$ cat src/rtl/sync_code_gen.sv
module sync_code_gen (
  input  logic       clk,
  input  logic       rst_n,
  input  logic       start,
  input  logic       sel_ssc,
  input  logic [4:0] ssc_idx,
  input  logic       chip_en,
  output logic       chip_out,
  output logic       chip_valid,
  output logic       chip_done,
  output logic       idx_err
);

  localparam logic [15:0] BASE_A_NEG = 16'h6AC0;
  localparam logic [15:0] BASE_B_NEG = 16'h15C0;
  localparam logic [15:0] OUT_P_NEG  = 16'h28D8;
  localparam logic [15:0] OUT_S_NEG  = 16'hFAC8;
  localparam int          LEN        = 256;

  logic       busy;
  logic       mode_ssc;
  logic [3:0] row;
  logic [7:0] cnt;
  logic       idx_ok;
  logic       had_neg;
  logic       chip_nxt;

  assign idx_ok  = (ssc_idx >= 5'd1) && (ssc_idx <= 5'd16);
  assign had_neg = ^(row & cnt[7:4]);
  assign chip_nxt = mode_ssc ? (BASE_B_NEG[cnt[3:0]] ^ OUT_S_NEG[cnt[7:4]] ^ had_neg)
                             : (BASE_A_NEG[cnt[3:0]] ^ OUT_P_NEG[cnt[7:4]]);

  always_ff @(posedge clk or negedge rst_n) begin
    if (!rst_n) begin
      busy       <= 1'b0;
      mode_ssc   <= 1'b0;
      row        <= '0;
      cnt        <= '0;
      chip_out   <= 1'b0;
      chip_valid <= 1'b0;
      chip_done  <= 1'b0;
      idx_err    <= 1'b0;
    end else begin
      chip_valid <= 1'b0;
      chip_done  <= 1'b0;
      idx_err    <= 1'b0;
      if (!busy) begin
        if (start) begin
          if (sel_ssc && !idx_ok) begin
            idx_err <= 1'b1;
          end else begin
            busy     <= 1'b1;
            mode_ssc <= sel_ssc;
            row      <= ssc_idx[3:0] - 4'd1;
            cnt      <= '0;
          end
        end
      end else if (chip_en) begin
        chip_valid <= 1'b1;
        chip_out   <= chip_nxt;
        chip_done  <= (cnt == 8'(LEN - 1));
        cnt        <= cnt + 8'd1;
        if (cnt == 8'(LEN - 1)) busy <= 1'b0;
      end
    end
  end

endmodule

$ cat config.mk
export PLATFORM = sky130hd
export DESIGN_NAME = sync_code_gen
export DESIGN_NICKNAME = d
export VERILOG_FILES = /design/src/rtl/sync_code_gen.sv
export SDC_FILE = /design/constraint.sdc
export NUM_CORES = 1
export LEC_CHECK = 0
export BUFFER_PORTS_ARGS = -buffer_cell sky130_fd_sc_hd__buf_2
export CORE_ASPECT_RATIO = 0.7
export CORE_UTILIZATION = 45
export DETAILED_ROUTE_END_ITERATION = 6
export PLACE_DENSITY = 0.65
export SLEW_MARGIN = 15
export SYNTH_ARGS = -nofsm -noshare
export SYNTH_HDL_FRONTEND = slang
export SYNTH_SLANG_ARGS = --single-unit
export TNS_END_PERCENT = 50
$ cat constraint.sdc
create_clock -name clk -period 2 [get_ports clk]
set_input_delay 0.1 -clock clk [delete_from_list [all_inputs] [get_ports clk]]
set_output_delay 0.1 -clock clk [all_outputs]
set_load 0.05 [all_outputs]
# [Word-level counts from Yosys, hierarchy flattened]
# Memories as Yosys holds them, arrays and structs flattened.
# Cells that the tools add are included.
# Widths: inputs -> output; s select.
[totals] regBits=18 mem_bits_ro=64 input_bits=10 output_inout_bits=4 word_cells=56 n_memories=4
[mem_list] memory="(no name shown)" words=16 width=1 rd=1 rd_clocked_by_memory_dff=0 write_ports=0 line="31" source=": (BASE_A_NEG[cnt[3:0]] ^ OUT_P_NEG[cnt[7:4]]);"
[mem_list] memory="(no name shown)" words=16 width=1 rd=1 rd_clocked_by_memory_dff=0 write_ports=0 line="31"
[mem_list] memory="(no name shown)" words=16 width=1 rd=1 rd_clocked_by_memory_dff=0 write_ports=0 line="30" source="assign chip_nxt = mode_ssc ? (BASE_B_NEG[cnt[3:0]] ^ OUT_S_NEG[cnt[7:4]] ^ had_neg)"
[mem_list] memory="(no name shown)" words=16 width=1 rd=1 rd_clocked_by_memory_dff=0 write_ports=0 line="30"
[classes] n_addsub=2 magnitude_cmp=4 eq_ne=3 mux=21 n_bitwise=6 reduce_logical=8
[ops] op="$mux 8" n=4
[ops] op="$mux 1" n=17
[ops] op="$lt 4x5->1 const B" n=2
[ops] op="$add 8x1->8 const B" n=1
[ops] op="$eq 8x8->1 const B" n=1
[ops] op="$reduce_and 3->1" n=2
[ops] op="$ge 5x1->1 const B" n=1
[ops] op="$le 5x5->1 const B" n=1
[ops] op="$and 4x4->4" n=1
[ops] op="$ne 2x2->1 const B" n=2
[ops] op="$reduce_xor 4->1" n=1
[ops] op="$sub 4x1->4 const B" n=1
[ops] op="$xor 1x1->1" n=3
[ops] op="$logic_and 1x1->1" n=2
[ops] op="$not 1->1" n=2
[ops] op="$reduce_and 2->1" n=1
[ops] op="$reduce_bool 2->1" n=1
[ops] op="$logic_not 1->1" n=1

# [Depth between registers and ports, before layout]
[depth] word_depth=7 depth_mapped=7 ltp_nobuf=7

# [Least setup slack after synthesis]
# Ideal clock, no wire load.
[synth_timing] kind="register to register" from="register cnt[0]" to="register chip_out" setup_ps=126 arrival_ps=1546 required_time_ps=1874 slack_ps=329 path_stages_with_launch=8 path_buffers=0 synth_period_minus_slack_ps=1671 cell_sequence="dfrtp_1 inv_1 ha_1 mux2_1 a21oi_1 xor2_1 o32a_1 nand3_1"
[synth_between] elab_chain_len=5 elab_cells_between_ends=8 classes_between="3 x mux; 3 x bitwise; 2 x memory"
[synth_rtl] item="start, declared" line="23" source="logic [7:0] cnt;"
[synth_rtl] item="start signal, assigned" line="62" source="cnt <= cnt + 8'd1;"
[synth_rtl] item="$mem_v2 16x1"
[synth_rtl] item="$mux 1 (not written as such)" line="30"
[synth_rtl] item="$xor 1x1->1 (2 in a row)" line="30"
[synth_rtl] item="$mux 1 (*)" line="30"
[synth_rtl] item="end signal, assigned" line="60" source="chip_out <= chip_nxt;"
[synth_rtl] item="end, declared" line="8" source="output logic chip_out,"
# Every way passes the cells marked *; elsewhere a longest branch is shown, timed or not. The select of a mux whose other input is x is not followed.
# A chain may end at the register's enable or synchronous reset.

# [Final worst setup path]
# Ends and elaborated chain as after synthesis.

==> results.json <==
{
  "netlist-cell-type-count": 39,
  "critical_path_arrival_ns": 2.03,
  "slowest_delay_ns": 0.45,
  "critical-path-slowest-cell": "sky130_fd_sc_hd__dfrtp_1",
  "place.port_buffers": 13,
  "finalHoldViolCount": 0,
  "die_width_um": 60.1,
  "proportion_of_netlist_area_held_by_the_largest_area_contributor_pct": 42.3,
  "yosys_warnings": 0,
  "clkSlewWorstSetupHoldPaths_ns": 0.10,
  "clk_lat_worst_skew_ns": 0.31,
  "worst_setup_path_end_kind": "flip-flop",
  "crit_type": "flip-flop to flip-flop",
  "viasPerCell": 5.39,
  "number_of_detailed_route_iterations_in_the_first_pass": 4,
  "path_cells": "inv_1 -> ha_1 -> mux2_1 -> a21oi_1 -> xor2_1 -> o32a_1 -> nand3_1",
  "fin_area_um2": 1200,
  "wl_per_cell_um": 13.2,
  "status": "complete, no violations",
  "numCtsBuffers": 3,
  "grt_pass1_vias": 877,
  "final.setup.worst_slack_ns": 0.165,
  "cap_violations": 0,
  "cts_resized": 0,
  "setup_total_neg_slack_ns": 0,
  "synth_seq_area_share_pct": 42.3,
  "layout-drive-gt1-share_pct": 18.8,
  "synth_edf_count": 0,
  "number_of_antenna_violations_at_the_first_check_in_global_routing": 0,
  "cts_num_sinks": 18,
  "cp_max_fo": 7,
  "hold-worst-slack_ns": 0.0504,
  "ys.flop_type": "sky130_fd_sc_hd__dfrtp_1",
  "timing_max_transition_violations_final": 0,
  "fp.dieH_um": 42.7,
  "post_synthesis_net_count": 127,
  "placement_rows": 14,
  "worst_r2r_startpoint": "cnt[0]$_DFFE_PN0P_",
  "wire_length_of_the_first_global_routing_pass_um": 4020,
  "clk_path_buf_depth": 2,
  "gp_congestion": 0.814,
  "synth_area_per_cell_um2": 9.42,
  "detailed_route_wire_length_um": 2120,
  "worst_slew_pin_slew_ns": 0.415,
  "netlist.top_cell.by_area": "sky130_fd_sc_hd__dfrtp_1",
  "power.static_leakage_nw": 0.526,
  "worst_ir_drop_vdd_uv": 654,
  "timing.critical_path.from_type": "flip-flop",
  "place_area_um2": 1150,
  "cts_tree": "yes",
  "core-area_um2": 2190,
  "vias": 862,
  "cts-root-buf": "sky130_fd_sc_hd__clkbuf_4",
  "min_from": "ssc_idx[0]",
  "grt_setup_unrepaired": "false",
  "ys_top_cells_by_area": "sky130_fd_sc_hd__dfrtp_1, sky130_fd_sc_hd__nand2_1, sky130_fd_sc_hd__ha_1",
  "yosys.cell_count.top_type": "sky130_fd_sc_hd__nand2_1",
  "grt.overflow.total": 0,
  "num_ports": 14,
  "grt_overall_usage_pct": 21.1,
  "postCtsHoldBufs": 1,
  "clock_tree.htree_level_count": 1,
  "cts.repair_timing.setup_buffer_count": 0,
  "crit_required_ns": 2.20,
  "final_min_period_over_clock_period_pct": 91.7,
  "crit_family": "flip-flops",
  "place.detailed.hpwl_um": 1600,
  "max_freq_mhz": 545,
  "antenna_violating_nets_post_route": 0,
  "yosys_register_bits": 18,
  "worst_hold_path_type": "input pin to flip-flop",
  "nNetsFinal": 143,
  "synth_common_cells": "sky130_fd_sc_hd__nand2_1, sky130_fd_sc_hd__dfrtp_1, sky130_fd_sc_hd__nor2_1",
  "fin_crit_ns": 1.83,
  "fraction_of_registers_with_async_set_or_reset_after_synthesis_pct": 100,
  "timing.final.setup_violations": 0,
  "postSynthCellCount": 113,
  "path_buf_inv": 1,
  "maximum_number_of_pins_on_one_net_before_global_route_repair": 19,
  "worst_slew_margin_rel_pct": 72.1,
  "floorplan.initialDensity_pct": 48.6,
  "worst_setup_path_startpoint": "cnt[0]$_DFFE_PN0P_",
  "fin_util_pct": 54.8,
  "total_die_area_um2": 2570,
  "netlist_area_um2": 1060,
  "area_overhead_vs_synth_pct": 12.7,
  "detail_route.iter0.violations": 39,
  "insertedDiodeCount": 0,
  "finalClockSkew_ns": 0.00485,
  "detail_route.drc_violations": 0,
  "post-place-ws_ns": 0.189,
  "power_density_nw_per_um2": 1000
}
## routing by layer
| layer | track usage, % | wire [um] | share of wire (%) | up-vias |
|---|---|---|---|---|
| met5 | 0 | 0 | 0 | - |
| met1 | 31.5 | 1110 | 52 | 420 |
| met4 | 4.19 | 21 | 0.99 | 0 |
| met2 | 30.1 | 902 | 43 | 14 |
| met3 | 6.40 | 87 | 4.1 | 5 |
| li1 | - | - | - | 423 |
## layout by cell type, fill, tap and decap left out, types with 4 or more instances in the layout
cell	count
sky130_fd_sc_hd__nand2_1	19
sky130_fd_sc_hd__o21ai_0	6
sky130_fd_sc_hd__nor2_1	9
sky130_fd_sc_hd__dfrtp_1	18
sky130_fd_sc_hd__ha_1	4
sky130_fd_sc_hd__inv_1	5
sky130_fd_sc_hd__buf_2	13
sky130_fd_sc_hd__xor2_1	5
sky130_fd_sc_hd__nand2b_1	4
## cells by family after synthesis
family                     share of synthesized area, %
and+or+nand+nor                                    22.9
AOI/OAI and AO/OA                                  13.9
DFF                                                42.3
xor gates and xnor gates                           9.17
buffers and inverters                              3.64
adders and majority gates                          4.70
muxes                                              3.41
## flip-flops by register name, summed over array words and instances (netlist names)
register / flops
cnt: 8
row: 4
busy: 1
chip_done: 1
chip_out: 1
chip_valid: 1
idx_err: 1
mode_ssc: 1
## through the flow
stage	total power, mW	std cells
after CTS	1.21	160
after detailed placement	0.977	155
after global routing	1.30	160
after floorplan	0.872	113
final	1.20	160
after global placement	0.960	155
## final timing paths
path                            cells after the start                    to  slack (ns)
worst min register to register                      2    row[2]$_DFFE_PN0P_        0.50
max in group asynchronous                           2    cnt[3]$_DFFE_PN0P_        1.48
worst min-delay path                                2    row[0]$_DFFE_PN0P_        0.05
worst max-delay path                                7  chip_out$_DFFE_PN0P_        0.17
worst max register to register                      7  chip_out$_DFFE_PN0P_        0.17
min in group asynchronous                           2    cnt[7]$_DFFE_PN0P_        0.24
## area by class of cell
class | instances | area, um^2
multi-input cells | 86 | 576
fillers | 227 | 990
flip-flops and latches | 18 | 450
repair buffers | 14 | 75.1
inverters | 6 | 22.5
well taps | 32 | 40.0
clock buffers | 4 | 36.3
## report_power, final
group          switching [mW]  internal, mW  total [mW]  leakage [nW]
registers               0.123         0.466       0.590         0.230
clock network           0.119         0.111       0.230        0.0210
logic                   0.210         0.172       0.382         0.275
Power figures use the tool's default switching activity.
